File: src/rtl/mclk_div_pkg.sv
package mclk_div_pkg;
  localparam int CODE_W = 3;

  typedef struct packed {
    logic              runNext;
    logic [CODE_W-1:0] codeNext;
  } divStrobe_t;
endpackage

File: src/rtl/mclk_cfg_decode.sv
module mclk_cfg_decode #(
  parameter int CODE_W   = 3,
  parameter int MAX_FULL = 4,
  parameter int MAX_ALT  = 3
) (
  input  logic              clk,
  input  logic              rstN,
  input  logic              baseSel,
  input  logic [CODE_W-1:0] rateCode,
  output logic              cfgLegal,
  output logic              cfgIllegalQ
);
  localparam logic [CODE_W-1:0] LIM_FULL = CODE_W'(MAX_FULL);
  localparam logic [CODE_W-1:0] LIM_ALT  = CODE_W'(MAX_ALT);

  always_comb begin
    if (baseSel) cfgLegal = (rateCode <= LIM_ALT);
    else         cfgLegal = (rateCode <= LIM_FULL);
  end

  always_ff @(posedge clk or negedge rstN) begin
    if (!rstN) cfgIllegalQ <= 1'b0;
    else       cfgIllegalQ <= ~cfgLegal;
  end

  // flag follows the inputs one edge later
  p_flag_latency_r8: assert property (@(posedge clk) disable iff (!rstN)
    1'b1 |=> (cfgIllegalQ == $past(~cfgLegal)));
endmodule

File: src/rtl/mclk_div_ctrl.sv
module mclk_div_ctrl
  import mclk_div_pkg::*;
#(
  parameter int CNT_W    = 5,
  parameter int MAX_FULL = 4
) (
  input  logic              clk,
  input  logic              rstN,
  input  logic              runEn,
  input  logic              cfgLegal,
  input  logic [CODE_W-1:0] rateCode,
  input  logic [CNT_W-1:0]  cnt,
  output divStrobe_t        strobe,
  output logic              runQ
);
  logic [CODE_W-1:0] codeQ;
  logic [CODE_W-1:0] candCode;
  logic              endCur;
  logic              endCand;

  // high when the counter bits up to the selected tap are all ones
  function automatic logic atPeriodEnd(input logic [CNT_W-1:0] c,
                                       input logic [CODE_W-1:0] code);
    logic r;
    r = 1'b1;
    for (int i = 0; i < CNT_W; i++) begin
      if ((i <= int'(code)) && !c[i]) r = 1'b0;
    end
    return r;
  endfunction

  always_comb begin
    candCode = cfgLegal ? rateCode : codeQ;
    endCur   = atPeriodEnd(cnt, codeQ);
    endCand  = atPeriodEnd(cnt, candCode);
    strobe.runNext  = runQ;
    strobe.codeNext = codeQ;
    if (!runQ) begin
      strobe.codeNext = candCode;
      strobe.runNext  = runEn && cfgLegal && endCand;
    end else if (endCur) begin
      strobe.codeNext = candCode;
      strobe.runNext  = runEn && cfgLegal && (rateCode == codeQ);
    end
  end

  always_ff @(posedge clk or negedge rstN) begin
    if (!rstN) begin
      runQ  <= 1'b0;
      codeQ <= '0;
    end else begin
      runQ  <= strobe.runNext;
      codeQ <= strobe.codeNext;
    end
  end

  // the active code never moves while the output keeps running
  p_code_stable_r7: assert property (@(posedge clk) disable iff (!rstN)
    (runQ && $past(runQ)) |-> $stable(codeQ));
  // the held code stays within the widest legal range
  p_code_range_r4: assert property (@(posedge clk) disable iff (!rstN)
    int'(codeQ) <= MAX_FULL);
endmodule

File: src/rtl/mclk_div_datapath.sv
module mclk_div_datapath
  import mclk_div_pkg::*;
#(
  parameter int CNT_W = 5
) (
  input  logic             clk,
  input  logic             rstN,
  input  divStrobe_t       strobe,
  input  logic             runQ,
  output logic [CNT_W-1:0] cnt,
  output logic             mclkQ
);
  logic [CNT_W-1:0] cntNext;
  logic [CNT_W-1:0] tapHit;
  logic             tap;

  assign cntNext = cnt + 1'b1;

  for (genvar g = 0; g < CNT_W; g++) begin : g_tap
    assign tapHit[g] = (int'(strobe.codeNext) == g) && cntNext[g];
  end
  assign tap = |tapHit;

  always_ff @(posedge clk or negedge rstN) begin
    if (!rstN) begin
      cnt   <= '0;
      mclkQ <= 1'b0;
    end else begin
      cnt   <= cntNext;
      mclkQ <= strobe.runNext & tap;
    end
  end

  // output is low whenever the controller is idle
  p_idle_low_r5: assert property (@(posedge clk) disable iff (!rstN)
    !runQ |-> !mclkQ);
  // a start always begins in the low half
  p_start_low_r6: assert property (@(posedge clk) disable iff (!rstN)
    $rose(runQ) |-> !mclkQ);
  // a stop only follows the last cycle of a high half
  p_stop_after_high_r5: assert property (@(posedge clk) disable iff (!rstN)
    $fell(runQ) |-> $past(mclkQ));
endmodule

File: src/rtl/mclk_div_top.sv
module mclk_div_top
  import mclk_div_pkg::*;
#(
  parameter int MAX_FULL = 4,
  parameter int MAX_ALT  = 3
) (
  input  logic              refClk,
  input  logic              rstN,
  input  logic              baseSel,
  input  logic [CODE_W-1:0] rateCode,
  input  logic              runEn,
  output logic              mclkOut,
  output logic              cfgIllegal
);
  localparam int CNT_W = MAX_FULL + 1;

  logic             cfgLegal;
  logic             runQ;
  logic [CNT_W-1:0] cnt;
  divStrobe_t       strobe;

  mclk_cfg_decode #(.CODE_W(CODE_W), .MAX_FULL(MAX_FULL), .MAX_ALT(MAX_ALT)) u_dec (
    .clk(refClk), .rstN(rstN), .baseSel(baseSel), .rateCode(rateCode),
    .cfgLegal(cfgLegal), .cfgIllegalQ(cfgIllegal)
  );

  mclk_div_ctrl #(.CNT_W(CNT_W), .MAX_FULL(MAX_FULL)) u_ctrl (
    .clk(refClk), .rstN(rstN), .runEn(runEn), .cfgLegal(cfgLegal),
    .rateCode(rateCode), .cnt(cnt), .strobe(strobe), .runQ(runQ)
  );

  mclk_div_datapath #(.CNT_W(CNT_W)) u_dp (
    .clk(refClk), .rstN(rstN), .strobe(strobe), .runQ(runQ),
    .cnt(cnt), .mclkQ(mclkOut)
  );

  // no start while the flag reports an illegal pair
  p_no_start_illegal_r4: assert property (@(posedge refClk) disable iff (!rstN)
    $rose(runQ) |-> !cfgIllegal);
endmodule

File: config.mk
export PLATFORM = sky130hd
export DESIGN_NAME = mclk_div_top
export DESIGN_NICKNAME = d
export VERILOG_FILES = /design/src/rtl/mclk_div_pkg.sv /design/src/rtl/mclk_cfg_decode.sv /design/src/rtl/mclk_div_ctrl.sv /design/src/rtl/mclk_div_datapath.sv /design/src/rtl/mclk_div_top.sv
export SDC_FILE = /design/constraint.sdc
export NUM_CORES = 1
export LEC_CHECK = 0
export BUFFER_PORTS_ARGS = -buffer_cell sky130_fd_sc_hd__buf_4
export CORE_MARGIN = 5
export CORE_UTILIZATION = 43
export DETAILED_ROUTE_END_ITERATION = 10
export PLACE_DENSITY = 0.68
export SLEW_MARGIN = 20
export SYNTH_ARGS = -nofsm -noshare
export SYNTH_HDL_FRONTEND = slang
export SYNTH_HIERARCHICAL = 1
export SYNTH_SLANG_ARGS = --single-unit
File: constraint.sdc
create_clock -name refClk -period 4.7 [get_ports refClk]
set_clock_uncertainty 0.1 [all_clocks]
set_input_delay 1.41 -clock refClk [delete_from_list [all_inputs] [get_ports refClk]]
set_output_delay 1.41 -clock refClk [all_outputs]
set_load 0.05 [all_outputs]
* Word-level counts from Yosys, hierarchy flattened
Cells that the tools add are included.
** Cells by class
- Muxes and demuxes :: 13
- Reductions and logical operators :: 22
- Bitwise operators :: 2
- Equal/unequal tests :: 5
- $lt $le $gt $ge :: 10
- Add/subtract/negate cells :: 1
** Operators by type and width (count)
- logical AND 1 bit :: 16
- <= comparator 2 x 3 -> 1 bit (first input constant) :: 4
- 2-to-1 mux 1 bit :: 10
- equality test 3 bit (second input constant) :: 3
- 2-to-1 mux 4 bit :: 2
- <= comparator 1 x 3 -> 1 bit (first input constant) :: 2
- <= comparator 3 bit (first input constant) :: 2
- adder 5 x 1 -> 5 bit (second input constant) :: 1
- OR reduction 5 bit :: 1
- zero test 1 bit :: 4
- equality test 3 x 2 -> 1 bit (second input constant) :: 1
- equality test 3 bit :: 1
- <= comparator 3 x 2 -> 1 bit (second input constant) :: 1
- <= comparator 3 bit (second input constant) :: 1
- zero test 3 bit :: 1
- 2-to-1 mux 3 bit :: 1
- AND 1 bit :: 1
- inverter 1 bit :: 1
** Storage, ports and cells
- Output and inout bits :: 2
- Input bits :: 7
- Word-level logic and storage cells :: 58
- Register bits after elaboration :: 11

* Logic depth before layout (Yosys ltp)
Gate-level depths: netlist of the first run.
- Depth after elaboration :: 15
- Depth in mapped cells :: 9
- Depth with buffers taken out :: 8

* By module
The synthesis of the first run kept the hierarchy.
** By module, submodules not included
- mclk_div_ctrl :: area each 370.4 µm², cells an instance 45, times used 1, seq. area each 100.1 µm²
- mclk_div_datapath :: area each 299.0 µm², cells an instance 26, times used 1, seq. area each 150.1 µm²
- mclk_cfg_decode :: area each 41.3 µm², cells an instance 3, times used 1, seq. area each 25.0 µm²

* Least setup slack after synthesis of the first run
No wires, ideal clock.
- Path type :: input-to-reg
- From :: input port rateCode[1]
- To :: register u_dp.mclkQ
- Path slack :: 1.219 ns
- Stages on the path :: 9
- Required time :: 4.471 ns
- Setup time :: 0.129 ns
- Data arrival time :: 3.252 ns
- Buffers on the path :: 1
- Cells stage by stage :: o31ai_1 -> buf_2 -> inv_1 -> a22o_1 -> a31o_2 -> a311o_2 -> or4b_1 -> o311ai_1 -> nor4_2
** RTL lines
- start: declaration :: RTL line mclk_div_top.sv:10 : input logic [CODE_W-1:0] rateCode,
- end signal: assignment :: RTL line mclk_div_datapath.sv:30 : mclkQ <= strobe.runNext & tap;
- end: declaration :: RTL line mclk_div_datapath.sv:11 : output logic mclkQ

==> impl_results.html, run 1 <==
<table>
<tr><th>Metric</th><th>Value</th></tr>
<tr><th colspan="2">Status</th></tr>
<tr><td>Status</td><td>completed</td></tr>
<tr><th colspan="2">Floorplan</th></tr>
<tr><td>Core Area</td><td>approximately 1500 um^2</td></tr>
<tr><td>Number of top-level design ports</td><td>9</td></tr>
<tr><td>Die height</td><td>between 50 and 60 um</td></tr>
<tr><td>Die X</td><td>50.66 um</td></tr>
<tr><td>Initial core utilization</td><td>46.10%</td></tr>
<tr><td>Die Footprint</td><td>2566 um^2</td></tr>
<tr><td>Number of core rows</td><td>14</td></tr>
<tr><th colspan="2">Synth</th></tr>
<tr><td>Warning count from the yosys run</td><td>6</td></tr>
<tr><td>Post-Syn Instances</td><td>74</td></tr>
<tr><td>Netlist Area Pre-Place</td><td>about 700 um^2</td></tr>
<tr><td>Share of flip-flops with an asynchronous set or reset</td><td>100.0%</td></tr>
<tr><td>Number of library cell types mapped by synthesis</td><td>37</td></tr>
<tr><td>Post-Syn Area per Cell</td><td>between 9 and 10 um^2</td></tr>
<tr><td>Part of the Yosys area used for sequential elements</td><td>around two fifths</td></tr>
<tr><td>Post-synth top flop</td><td>dfrtp_1</td></tr>
<tr><td>Number of nets produced by synthesis</td><td>82</td></tr>
<tr><td>EDFF count, synth</td><td>0</td></tr>
<tr><td>Count of state elements after synthesis</td><td>11</td></tr>
<tr><th colspan="2">Finish</th></tr>
<tr><td>Final instance count without filler cells</td><td>100</td></tr>
<tr><td>Fill cells</td><td>150</td></tr>
<tr><td>P&amp;R area growth vs syn</td><td>13.56%</td></tr>
<tr><td>Antenna fix cells</td><td>0</td></tr>
<tr><td>Ratio of cells with drive above 1 in the final layout</td><td>between 15 and 20%</td></tr>
<tr><td>Nets@finish</td><td>just over 90</td></tr>
<tr><td>Commonest non-fill, non-tap cells in the layout</td><td>dfrtp_1 (11), buf_4 (8), nand2_1 (7), nand3_1 (6), inv_1 (5)</td></tr>
<tr><td>Most frequent standard cell in the layout excluding fill and tap cells</td><td>dfrtp_1</td></tr>
<tr><th colspan="2">Clocking</th></tr>
<tr><td>Total CTS buffers</td><td>3</td></tr>
<tr><td>Maximum level of the CTS H-tree</td><td>1</td></tr>
<tr><td>Total setup buffers inserted after CTS</td><td>0</td></tr>
<tr><td>CTS tree</td><td>built</td></tr>
<tr><td>CTS Root Cell</td><td>clkbuf_4</td></tr>
<tr><td>CTS Buffer Depth</td><td>2</td></tr>
<tr><td>CTS-repair resized insts</td><td>0</td></tr>
<tr><td>Clock insertion delay at the later pin of the skew report</td><td>0.27 ns</td></tr>
<tr><td>Register clock-pin slew on the reported worst setup and hold paths</td><td>about 0.070 ns</td></tr>
<tr><td>Count of clock tree sinks</td><td>11</td></tr>
<tr><td>Count of hold-fix buffers inserted at cts</td><td>0</td></tr>
<tr><th colspan="2">Global route</th></tr>
<tr><td>Global-route wire length before repair</td><td>approximately 2.6 mm</td></tr>
<tr><td>Largest net degree at the start of global routing</td><td>12</td></tr>
<tr><td>Global-route total usage across every layer</td><td>13.46%</td></tr>
<tr><td>Overflow after GRT</td><td>0</td></tr>
<tr><td>Via count of the first global-routing pass</td><td>roughly 570</td></tr>
<tr><td>Number of antenna violations at the first check in global routing</td><td>0</td></tr>
<tr><th colspan="2">Power</th></tr>
<tr><td>Worst voltage drop across the vdd grid</td><td>between 0.15 and 0.2 mV</td></tr>
<tr><td>PnR Total Power</td><td>0.2859 mW</td></tr>
<tr><td>Cell area power density</td><td>354.2 nW/um^2</td></tr>
<tr><td>Leakage</td><td>~0.38 nW</td></tr>
<tr><th colspan="2">Worst setup path</th></tr>
<tr><td>CP max-delay cell</td><td>o31ai_1</td></tr>
<tr><td>Top fanout value on the critical path</td><td>9</td></tr>
<tr><td>Worst Setup End Kind</td><td>register</td></tr>
<tr><td>Critical path's largest stage delay</td><td>0.76 ns</td></tr>
<tr><td>Arrival @ worst endpoint</td><td>4.04 ns</td></tr>
<tr><td>Worst endpoint required time</td><td>4.75 ns</td></tr>
<tr><td>Cells traversed along the worst timing path</td><td>buf_4 -&gt; o31ai_1 -&gt; inv_1 -&gt; a22o_1 -&gt; a31o_2 -&gt; a311o_2 -&gt; or4b_1 -&gt; o311ai_1 -&gt; nor4_2</td></tr>
<tr><td>CP startpoint kind</td><td>input pin</td></tr>
<tr><td>Kind of critical path</td><td>in2reg</td></tr>
<tr><th colspan="2">Routing</th></tr>
<tr><td>Remaining antenna violation count</td><td>0</td></tr>
<tr><td>Detailed-routing iteration count for the pre-antenna-repair pass</td><td>3</td></tr>
<tr><td>Total wire length after detailed routing</td><td>1.491 mm</td></tr>
<tr><td>Iteration-0 DRC count of the detailed router</td><td>5</td></tr>
<tr><td>Remaining design rule violation count</td><td>0</td></tr>
<tr><td>Total via count in the routed design</td><td>596</td></tr>
<tr><td>Average vias per placed instance</td><td>5.960</td></tr>
<tr><td>Mean routed wirelength per cell</td><td>about 15 um</td></tr>
<tr><th colspan="2">Timing</th></tr>
<tr><td>Count of final max-slew check failures</td><td>0</td></tr>
<tr><td>Final-report hold violation count</td><td>0</td></tr>
<tr><td>Post-route setup TNS</td><td>0 ns</td></tr>
<tr><td>RSZ-0062 raised after global routing</td><td>false</td></tr>
<tr><td>Worst slew margin</td><td>39.95%</td></tr>
<tr><td>Slew at the pin closest to its max-slew limit</td><td>0.8931 ns</td></tr>
<tr><td>Shortest period the worst path allows</td><td>3.987 ns</td></tr>
<tr><td>Portion of the clock cycle consumed by the worst path in the final layout</td><td>84.82%</td></tr>
<tr><td>Final setup viols</td><td>0</td></tr>
<tr><td>Highest clock frequency the design can meet</td><td>250.8 MHz</td></tr>
<tr><th colspan="2">Place</th></tr>
<tr><td>Post-detail-place hpwl</td><td>1.121 mm</td></tr>
<tr><td>Placed Cells incl. Taps</td><td>96</td></tr>
<tr><td>PortBufs</td><td>8</td></tr>
<tr><td>Final weighted congestion of routability-driven global placement</td><td>0.8486</td></tr>
<tr><th colspan="2">Hold path</th></tr>
<tr><td>Class of the tightest hold or removal check</td><td>reg2reg</td></tr>
<tr><th colspan="2">Flow run</th></tr>
<tr><td>Max-cap check violation count</td><td>0</td></tr>
</table>
-- metrics by stage --
step / hold slack, ns / instance area [um^2] / worst slack (ns) / util, %
final: 0.4472 / 807.0 / 0.7133 / 52.35
after CTS: 0.4551 / 807.0 / 0.7331 / 52.35
after detailed placement: 0.4324 / 780.7 / 0.4496 / 50.65
after global placement: 0.4294 / 780.7 / 0.5249 / 50.65
after global routing: 0.4750 / 807.0 / 0.4381 / 52.35
after floorplan: 0.3731 / 710.7 / 1.219 / -
-- cell type report --
cell class / instances / area (um^2) / share of cell area, %
multi-input combinational: 56 / 406.6 / 50.39
sequential: 11 / 275.3 / 34.11
timing repair buffer: 8 / 60.06 / 7.442
clock buffer: 4 / 26.28 / 3.256
tap: 16 / 20.02 / 2.481
inverter: 5 / 18.77 / 2.326
-- logic make-up after synthesis --
group	share of synthesized area, %
buffers and inverters	4.048
muxes	5.634
adders and majority gates	1.760
DFF	38.73
AOI/OAI and AO/OA	21.83
and+or+nand+nor	20.60
xor gates and xnor gates	7.396
-- final timing paths --
path | start | end | slack (ns) | cells past startpoint
max in group asynchronous | rstN | u_ctrl/codeQ[2] | 3.49 | 1
worst min-delay path | u_dp/cnt[0] | u_dp/cnt[0] | 0.45 | 1
worst max register to register | u_dp/cnt[3] | u_dp/mclkQ | 2.29 | 7
min in group asynchronous | rstN | u_dp/cnt[0] | 0.86 | 1
worst max-delay path | rateCode[1] | u_dp/mclkQ | 0.71 | 9
worst min register to register | u_dp/cnt[0] | u_dp/cnt[0] | 0.45 | 1
-- where the power goes --
group	leakage, nW	total [mW]	internal [mW]	switching [mW]
Combinational	0.226	0.0977	0.0412	0.0565
Sequential	0.134	0.123	0.106	0.0173
Clock	0.0150	0.0652	0.0329	0.0324
-- state kept, by name, indices dropped and copies added (netlist names) --
name and flops:
u_dec/cfgIllegalQ 1, u_ctrl/codeQ 3, u_dp/mclkQ 1, u_ctrl/runQ 1, u_dp/cnt 5
-- worst max-delay path: cells and delay by family --
| family | cells | cell delay (ns) |
|---|---|---|
| AO/OA/AOI/OAI | 5 | 1.71 |
| buffers and inverters | 2 | 0.36 |
| AND/OR/NAND/NOR | 2 | 0.54 |
-- synthesized netlist by cell type, drive strengths merged (2+ instances only) --
master / instances / area [um^2]
a22o: 2 / 17.52
xnor2: 3 / 26.28
nand2b: 2 / 12.51
o311ai: 2 / 17.52
nand3: 6 / 30.03
inv: 5 / 18.77
nand4: 2 / 12.51
dfrtp: 11 / 275.3
xor2: 3 / 26.28
o21ai: 3 / 15.01
nand2: 7 / 26.28
a21boi: 2 / 15.02
mux2i: 4 / 40.04
-- metal layers --
metal | up-vias | GRT usage (%) | wire length [um]
li1 | 298 | - | -
met1 | 289 | 18.84 | 714
met2 | 5 | 18.18 | 699
met3 | 4 | 3.846 | 42
met4 | 0 | 7.660 | 34
met5 | - | 0 | 0
Power figures use the tool's default switching activity.
==> run 2, diff against run 1 <==
==> constraint.sdc (replaced) <==
create_clock -name refClk -period 4.04 [get_ports refClk]
set_clock_uncertainty 0.1 [all_clocks]
set_input_delay 1.212 -clock refClk [delete_from_list [all_inputs] [get_ports refClk]]
set_output_delay 1.212 -clock refClk [all_outputs]
set_load 0.05 [all_outputs]
==> run 2 against run 1 <==
  * Sequential cell count is the same
  * Global-route usage grew 0.35 points
  * Worst hold slack lost 0.0021 ns
  * Sequential share of layout area shrank 0.31 points
  * Via count grew 5.5%
  * Sequential power grew 18%
  * Cell count grew 1.0%
  * Largest cell class unchanged
  * Highest routed layer unchanged
==> impl_results.html, run 2 (synthesis gave the netlist of run 1 again) <==
<table>
<tr><th>Metric</th><th>Value</th></tr>
<tr><th colspan="2">Timing</th></tr>
<tr><td>Count of final max-slew check failures</td><td>0 (unchanged)</td></tr>
<tr><td>Slew at the pin closest to its max-slew limit</td><td>0.5415 ns (-0.3515 ns)</td></tr>
<tr><td>Highest clock frequency the design can meet</td><td>roughly 310 MHz</td></tr>
<tr><td>Shortest period the worst path allows</td><td>roughly 3.2 ns</td></tr>
<tr><td>Final-report hold violation count</td><td>0 (unchanged)</td></tr>
<tr><td>Worst slew margin</td><td>63.44% (+23 points)</td></tr>
<tr><td>Post-route setup TNS</td><td>0 ns (unchanged)</td></tr>
<tr><td>Final worst slack</td><td>0.8375 ns (+0.1243 ns)</td></tr>
<tr><td>Final setup viols</td><td>0 (unchanged)</td></tr>
<tr><td>Minimum hold slack</td><td>0.4451 ns (-0.002119 ns)</td></tr>
<tr><td>RSZ-0062 raised after global routing</td><td>false</td></tr>
<tr><td>Portion of the clock cycle consumed by the worst path in the final layout</td><td>79.27%</td></tr>
<tr><th colspan="2">Worst setup path</th></tr>
<tr><td>Flop2flop setup slack</td><td>1.57 ns (-0.72 ns)</td></tr>
<tr><td>R2r worst-path depth</td><td>7 (unchanged)</td></tr>
<tr><td>CP startpoint kind</td><td>input pin</td></tr>
<tr><td>CP max-delay cell</td><td>or4b_1</td></tr>
<tr><td>Cells traversed along the worst timing path</td><td>buf_4 -&gt; o31ai_1 -&gt; inv_1 -&gt; a22o_1 -&gt; a31o_2 -&gt; a311o_2 -&gt; or4b_1 -&gt; o311ai_1 -&gt; nor4_2</td></tr>
<tr><td>Kind of critical path</td><td>in2reg</td></tr>
<tr><td>Worst endpoint required time</td><td>4.09 ns (-0.66 ns)</td></tr>
<tr><td>Critical register-to-register path endpoint</td><td>u_dp/mclkQ</td></tr>
<tr><td>Arrival @ worst endpoint</td><td>3.25 ns (-0.79 ns)</td></tr>
<tr><td>Worst Setup End Kind</td><td>register</td></tr>
<tr><td>Crit path capture</td><td>u_dp/mclkQ</td></tr>
<tr><td>Critical path's largest stage delay</td><td>0.49 ns (-0.27 ns)</td></tr>
<tr><td>Top fanout value on the critical path</td><td>7 (-2)</td></tr>
<tr><td>Crit Reg-Reg Startpoint</td><td>u_dp/cnt[3]</td></tr>
<tr><td>Worst setup startpoint</td><td>rateCode[1]</td></tr>
<tr><th colspan="2">Finish</th></tr>
<tr><td>Most frequent standard cell in the layout excluding fill and tap cells</td><td>dfrtp_1</td></tr>
<tr><td>Registers with the highest flip-flop counts</td><td>u_dp/cnt: 5 flops, u_ctrl/codeQ: 3 flops</td></tr>
<tr><td>P&amp;R area growth vs syn</td><td>14.61%</td></tr>
<tr><td>Fill cells</td><td>142 (-5.3%)</td></tr>
<tr><td>Largest Register</td><td>u_dp/cnt</td></tr>
<tr><td>Antenna fix cells</td><td>0 (unchanged)</td></tr>
<tr><td>Final instance count without filler cells</td><td>101 (+1.0%)</td></tr>
<tr><td>Nets@finish</td><td>94 (+1.1%)</td></tr>
<tr><td>Ratio of cells with drive above 1 in the final layout</td><td>18.82% (+0.97 points)</td></tr>
<tr><td>Commonest non-fill, non-tap cells in the layout</td><td>dfrtp_1 (11), buf_4 (9), nand2_1 (7), nand3_1 (6), inv_1 (5)</td></tr>
<tr><td>Flip-flop count of the largest register, all copies and words added</td><td>5 (unchanged)</td></tr>
<tr><th colspan="2">Routing</th></tr>
<tr><td>Total wire length after detailed routing</td><td>1.710 mm (+15%)</td></tr>
<tr><td>Mean routed wirelength per cell</td><td>16.93 um (+14%)</td></tr>
<tr><td>Remaining design rule violation count</td><td>0 (unchanged)</td></tr>
<tr><td>Total via count in the routed design</td><td>629 (+5.5%)</td></tr>
<tr><td>Detailed-routing iteration count for the pre-antenna-repair pass</td><td>4 (+1)</td></tr>
<tr><td>Average vias per placed instance</td><td>6.228 (+4.5%)</td></tr>
<tr><td>Remaining antenna violation count</td><td>0 (unchanged)</td></tr>
<tr><td>Iteration-0 DRC count of the detailed router</td><td>21 (+16)</td></tr>
<tr><th colspan="2">Global route</th></tr>
<tr><td>Overflow after GRT</td><td>0 (unchanged)</td></tr>
<tr><td>Number of antenna violations at the first check in global routing</td><td>0 (unchanged)</td></tr>
<tr><td>GR Util met3</td><td>2.367% (-1.5 points)</td></tr>
<tr><td>Global-route total usage across every layer</td><td>13.81% (+0.35 points)</td></tr>
<tr><td>Met1 routing resource usage after global routing</td><td>18.81% (-0.034 points)</td></tr>
<tr><td>M2 GR Usage</td><td>21.07% (+2.9 points)</td></tr>
<tr><td>Top Usage Layer GRT</td><td>met2</td></tr>
<tr><td>Largest net degree at the start of global routing</td><td>12 (unchanged)</td></tr>
<tr><td>Via count of the first global-routing pass</td><td>597 (+4.0%)</td></tr>
<tr><td>Global-route wire length before repair</td><td>2.725 mm (+3.9%)</td></tr>
<tr><th colspan="2">Power</th></tr>
<tr><td>Cell area power density</td><td>414.8 nW/um^2 (+17%)</td></tr>
<tr><td>Worst voltage drop across the vdd grid</td><td>0.3360 mV (+83%)</td></tr>
<tr><td>PnR Total Power</td><td>0.3378 mW (+18%)</td></tr>
<tr><td>Leakage</td><td>0.3799 nW (+1.3%)</td></tr>
<tr><th colspan="2">Flow run</th></tr>
<tr><td>Max-cap check violation count</td><td>0 (unchanged)</td></tr>
<tr><th colspan="2">Floorplan</th></tr>
<tr><td>Number of core rows</td><td>14 (unchanged)</td></tr>
<tr><td>Die Footprint</td><td>2566 um^2 (unchanged)</td></tr>
<tr><td>Die X</td><td>50.66 um (unchanged)</td></tr>
<tr><td>Die height</td><td>50.66 um (unchanged)</td></tr>
<tr><td>Core Area</td><td>1541 um^2 (unchanged)</td></tr>
<tr><td>Initial core utilization</td><td>46.10% (unchanged)</td></tr>
<tr><td>Number of top-level design ports</td><td>9 (unchanged)</td></tr>
<tr><th colspan="2">Place</th></tr>
<tr><td>Placed Cells incl. Taps</td><td>97 (+1.0%)</td></tr>
<tr><td>Post-detail-place hpwl</td><td>1.264 mm (+13%)</td></tr>
<tr><td>Final weighted congestion of routability-driven global placement</td><td>0.8042 (-5.2%)</td></tr>
<tr><td>PortBufs</td><td>8 (unchanged)</td></tr>
<tr><td>Post-Place Worst Slack</td><td>0.5647 ns (+0.1150 ns)</td></tr>
<tr><th colspan="2">Clocking</th></tr>
<tr><td>CTS-repair resized insts</td><td>0 (unchanged)</td></tr>
<tr><td>Clock insertion delay at the later pin of the skew report</td><td>0.27 ns (about the same)</td></tr>
<tr><td>CTS Root Cell</td><td>clkbuf_4</td></tr>
<tr><td>Maximum level of the CTS H-tree</td><td>1 (unchanged)</td></tr>
<tr><td>Count of clock tree sinks</td><td>11 (unchanged)</td></tr>
<tr><td>Count of hold-fix buffers inserted at cts</td><td>0 (unchanged)</td></tr>
<tr><td>CTS Buffer Depth</td><td>2 (unchanged)</td></tr>
<tr><td>Total CTS buffers</td><td>3 (unchanged)</td></tr>
<tr><td>Total setup buffers inserted after CTS</td><td>0 (unchanged)</td></tr>
<tr><td>CTS tree</td><td>built</td></tr>
<tr><td>Register clock-pin slew on the reported worst setup and hold paths</td><td>0.07 ns (about the same)</td></tr>
<tr><th colspan="2">Hold path</th></tr>
<tr><td>Class of the tightest hold or removal check</td><td>reg2reg</td></tr>
<tr><th colspan="2">Status</th></tr>
<tr><td>Status</td><td>completed</td></tr>
</table>
==> run 2: cell types whose count changed in the layout (fill, tap and decap cells not counted) <==
cell / before / now
buf_4: 8 / 9
==> run 2: worst min path at each step <==
stage | startpoint | end | slack, ns | depth (start not counted)
2_1_floorplan | u_dp/cnt[0] | u_dp/cnt[0] | 0.37 | 1
3_3_place_gp | u_dp/cnt[0] | u_dp/cnt[0] | 0.44 | 1
3_5_place_dp | u_dp/cnt[0] | u_dp/cnt[0] | 0.43 | 1
4_1_cts | u_dp/cnt[0] | u_dp/cnt[0] | 0.44 | 1
5_1_grt | u_dp/cnt[0] | u_dp/cnt[0] | 0.47 | 1
6_report | u_dp/cnt[0] | u_dp/cnt[0] | 0.45 | 1
==> run 2: area by class of cell <==
| cell class | instances | area, um^2 | share of cell area, % |
|---|---|---|---|
| inverters | 5 | 18.77 | 2.304 |
| repair buffers | 9 | 67.56 | 8.295 |
| well taps | 16 | 20.02 | 2.458 |
| flip-flops and latches | 11 | 275.3 | 33.79 |
| clock buffers | 4 | 26.28 | 3.226 |
| multi-input cells | 56 | 406.6 | 49.92 |
==> run 2: routing by layer <==
layer | vias to the layer above | wire length, um
met5 | - | 0
met4 | 0 | 18
met3 | 4 | 74
met2 | 17 | 778
met1 | 306 | 839
li1 | 302 | -
==> run 2: metrics by stage <==
stage          util (%)  instance area (um^2)
2_1_floorplan         -                 710.7
3_3_place_gp      51.14                 788.3
3_5_place_dp      51.14                 788.3
4_1_cts           52.84                 814.5
5_1_grt           52.84                 814.5
6_report          52.84                 814.5
==> run 2: power breakdown <==
group / internal (mW) / switching (mW) / leakage [nW]
Clock: 0.0382 / 0.0377 / 0.0150
Sequential: 0.123 / 0.0218 / 0.134
Combinational: 0.0487 / 0.0687 / 0.231
Total: 0.210 / 0.128 / 0.380
==> run 2: critical path: cells and delay by family <==
family / cells / cell delay [ns]
AO/OA/AOI/OAI: 5 / 1.20
buffers and inverters: 2 / 0.28
AND/OR/NAND/NOR: 2 / 0.55
==> run 3, diff against run 2 <==
==> constraint.sdc (replaced) <==
create_clock -name refClk -period 3.4 [get_ports refClk]
set_clock_uncertainty 0.1 [all_clocks]
set_input_delay 1.02 -clock refClk [delete_from_list [all_inputs] [get_ports refClk]]
set_output_delay 1.02 -clock refClk [all_outputs]
set_load 0.05 [all_outputs]
==> run 3 against run 2 <==
  * Power up 19%
  * Via count fell by 1.9%
  * Global-route usage decreased by 0.85 points
  * Sequential share of layout area decreased by 0.31 points
  * Die area is the same
  * Count of clock-buffer cells in the layout is the same
  * Worst hold slack about the same
  * Utilization rose by 0.49 points
  * Critical path depth is the same
  * Cell count rose by 0.99%
  * Critical path type unchanged
  * Critical endpoint unchanged
==> impl_results.html, run 3 (synthesis gave the netlist of run 1 again) <==
<table>
<tr><th>Metric</th><th>Value</th></tr>
<tr><th colspan="2">Status</th></tr>
<tr><td>Status</td><td>completed</td></tr>
<tr><th colspan="2">Finish</th></tr>
<tr><td>Flip-flop count of the largest register, all copies and words added</td><td>5 (unchanged)</td></tr>
<tr><td>Most frequent standard cell in the layout excluding fill and tap cells</td><td>dfrtp_1</td></tr>
<tr><td>Final instance count without filler cells</td><td>102 (+0.99%)</td></tr>
<tr><td>Largest Register</td><td>u_dp/cnt</td></tr>
<tr><td>Nets@finish</td><td>95 (+1.1%)</td></tr>
<tr><td>Commonest non-fill, non-tap cells in the layout</td><td>dfrtp_1 (11), buf_4 (10), nand2_1 (7), nand3_1 (6), inv_1 (5)</td></tr>
<tr><td>Registers with the highest flip-flop counts</td><td>u_dp/cnt: 5 flops, u_ctrl/codeQ: 3 flops</td></tr>
<tr><td>Ratio of cells with drive above 1 in the final layout</td><td>19.77% (+0.94 points)</td></tr>
<tr><td>P&amp;R area growth vs syn</td><td>15.67%</td></tr>
<tr><td>Fill cells</td><td>153 (+7.7%)</td></tr>
<tr><td>Antenna fix cells</td><td>0 (unchanged)</td></tr>
<tr><th colspan="2">Routing</th></tr>
<tr><td>Average vias per placed instance</td><td>6.049 (-2.9%)</td></tr>
<tr><td>Total wire length after detailed routing</td><td>1.571 mm (-8.1%)</td></tr>
<tr><td>Remaining design rule violation count</td><td>0 (unchanged)</td></tr>
<tr><td>Detailed-routing iteration count for the pre-antenna-repair pass</td><td>5 (+1)</td></tr>
<tr><td>Mean routed wirelength per cell</td><td>15.40 um (-9.0%)</td></tr>
<tr><td>Iteration-0 DRC count of the detailed router</td><td>15 (-29%)</td></tr>
<tr><td>Total via count in the routed design</td><td>617 (-1.9%)</td></tr>
<tr><td>Remaining antenna violation count</td><td>0 (unchanged)</td></tr>
<tr><th colspan="2">Timing</th></tr>
<tr><td>Worst slew margin</td><td>64.06% (+0.62 points)</td></tr>
<tr><td>Highest clock frequency the design can meet</td><td>about 330 MHz</td></tr>
<tr><td>Final-report hold violation count</td><td>0 (unchanged)</td></tr>
<tr><td>Count of final max-slew check failures</td><td>0 (unchanged)</td></tr>
<tr><td>Shortest period the worst path allows</td><td>3.039 ns</td></tr>
<tr><td>RSZ-0062 raised after global routing</td><td>false</td></tr>
<tr><td>Final setup viols</td><td>0 (unchanged)</td></tr>
<tr><td>Portion of the clock cycle consumed by the worst path in the final layout</td><td>89.39%</td></tr>
<tr><td>Post-route setup TNS</td><td>0 ns (unchanged)</td></tr>
<tr><td>Slew at the pin closest to its max-slew limit</td><td>0.5323 ns (-0.009214 ns)</td></tr>
<tr><th colspan="2">Clocking</th></tr>
<tr><td>CTS-repair resized insts</td><td>0 (unchanged)</td></tr>
<tr><td>Count of hold-fix buffers inserted at cts</td><td>0 (unchanged)</td></tr>
<tr><td>Clock insertion delay at the later pin of the skew report</td><td>0.26 ns (about the same)</td></tr>
<tr><td>Total setup buffers inserted after CTS</td><td>0 (unchanged)</td></tr>
<tr><td>CTS tree</td><td>built</td></tr>
<tr><td>CTS Root Cell</td><td>clkbuf_4</td></tr>
<tr><td>Total CTS buffers</td><td>3 (unchanged)</td></tr>
<tr><td>CTS Buffer Depth</td><td>2 (unchanged)</td></tr>
<tr><td>Count of clock tree sinks</td><td>11 (unchanged)</td></tr>
<tr><td>Maximum level of the CTS H-tree</td><td>1 (unchanged)</td></tr>
<tr><td>Register clock-pin slew on the reported worst setup and hold paths</td><td>0.07 ns (about the same)</td></tr>
<tr><th colspan="2">Floorplan</th></tr>
<tr><td>Initial core utilization</td><td>46.10% (unchanged)</td></tr>
<tr><td>Number of top-level design ports</td><td>9 (unchanged)</td></tr>
<tr><td>Die X</td><td>50.66 um (unchanged)</td></tr>
<tr><td>Die height</td><td>50.66 um (unchanged)</td></tr>
<tr><td>Number of core rows</td><td>14 (unchanged)</td></tr>
<tr><td>Die Footprint</td><td>2566 um^2 (unchanged)</td></tr>
<tr><td>Core Area</td><td>1541 um^2 (unchanged)</td></tr>
<tr><th colspan="2">Power</th></tr>
<tr><td>Cell area power density</td><td>488.2 nW/um^2 (+18%)</td></tr>
<tr><td>PnR Total Power</td><td>0.4013 mW (+19%)</td></tr>
<tr><td>Worst voltage drop across the vdd grid</td><td>0.2961 mV (-12%)</td></tr>
<tr><td>Leakage</td><td>0.3847 nW (+1.3%)</td></tr>
<tr><th colspan="2">Global route</th></tr>
<tr><td>Number of antenna violations at the first check in global routing</td><td>0 (unchanged)</td></tr>
<tr><td>Global-route wire length before repair</td><td>2.559 mm (-6.1%)</td></tr>
<tr><td>Via count of the first global-routing pass</td><td>588 (-1.5%)</td></tr>
<tr><td>Overflow after GRT</td><td>0 (unchanged)</td></tr>
<tr><td>Global-route total usage across every layer</td><td>12.96% (-0.85 points)</td></tr>
<tr><td>Largest net degree at the start of global routing</td><td>12 (unchanged)</td></tr>
<tr><th colspan="2">Place</th></tr>
<tr><td>PortBufs</td><td>8 (unchanged)</td></tr>
<tr><td>Final weighted congestion of routability-driven global placement</td><td>0.8077 (+0.44%)</td></tr>
<tr><td>Post-detail-place hpwl</td><td>1.177 mm (-6.9%)</td></tr>
<tr><td>Placed Cells incl. Taps</td><td>98 (+1.0%)</td></tr>
<tr><th colspan="2">Worst setup path</th></tr>
<tr><td>Arrival @ worst endpoint</td><td>3.08 ns (-0.17 ns)</td></tr>
<tr><td>Worst Setup End Kind</td><td>register</td></tr>
<tr><td>Top fanout value on the critical path</td><td>7 (unchanged)</td></tr>
<tr><td>CP startpoint kind</td><td>input pin</td></tr>
<tr><td>Worst endpoint required time</td><td>3.44 ns (-0.65 ns)</td></tr>
<tr><td>Kind of critical path</td><td>in2reg</td></tr>
<tr><th colspan="2">Flow run</th></tr>
<tr><td>Max-cap check violation count</td><td>0 (unchanged)</td></tr>
<tr><th colspan="2">Hold path</th></tr>
<tr><td>Class of the tightest hold or removal check</td><td>reg2reg</td></tr>
</table>
[run 3: where the power goes]
group	internal (mW)	total [mW]	switching, mW	leakage (nW)
logic	0.0629	0.143	0.0804	0.236
clock network	0.0453	0.0865	0.0412	0.0150
registers	0.146	0.171	0.0256	0.134
total	0.254	0.401	0.147	0.385
[run 3: per-stage QoR]
stage               area (um^2)  utilization, %  hold WS (ns)  worst slack [ns]
global placement          795.8           51.62        0.4278            0.1223
global route              822.0           53.33        0.4738            0.2497
finish                    822.0           53.33        0.4455            0.3609
CTS                       822.0           53.33        0.4434            0.3665
detailed placement        795.8           51.62        0.4352           0.08614
floorplan                 710.7               -        0.3731            0.3090
[run 3: layer usage]
layer | wire, um | global-route usage [%] | share of wire, %
met5 | 0 | 0 | 0
met3 | 67 | 3.254 | 4.3
met1 | 715 | 15.88 | 46
met2 | 774 | 21.49 | 49
met4 | 14 | 5.106 | 0.89
[run 3: area by class of cell]
cell class,instances,area (um^2),share of cell area (%)
Clock buffer,4,26.28,3.196
Inverter,5,18.77,2.283
Multi-Input combinational cell,56,406.6,49.47
Sequential cell,11,275.3,33.49
Tap cell,16,20.02,2.435
Timing Repair Buffer,10,75.07,9.132
[run 3: path summary, 6_finish.rpt]
| check | startpoint | end | slack [ns] | cells past startpoint |
|---|---|---|---|---|
| worst min-delay path | u_dp/cnt[4] | u_dp/cnt[4] | 0.45 | 1 |
| worst max-delay path | rateCode[1] | u_dp/mclkQ | 0.36 | 9 |
| worst min register to register | u_dp/cnt[4] | u_dp/cnt[4] | 0.45 | 1 |
| worst max register to register | u_dp/cnt[3] | u_dp/mclkQ | 0.91 | 7 |
| min in group asynchronous | rstN | u_dp/cnt[0] | 0.48 | 1 |
| max in group asynchronous | rstN | u_dp/mclkQ | 2.57 | 1 |
[run 3: worst max-delay path, cell delays in order]
cell      delay (ns)
buf_4           0.14
o31ai_1         0.29
inv_1           0.14
a22o_1          0.24
a31o_2          0.20
a311o_2         0.37
or4b_1          0.50
o311ai_1        0.11
nor4_2          0.06
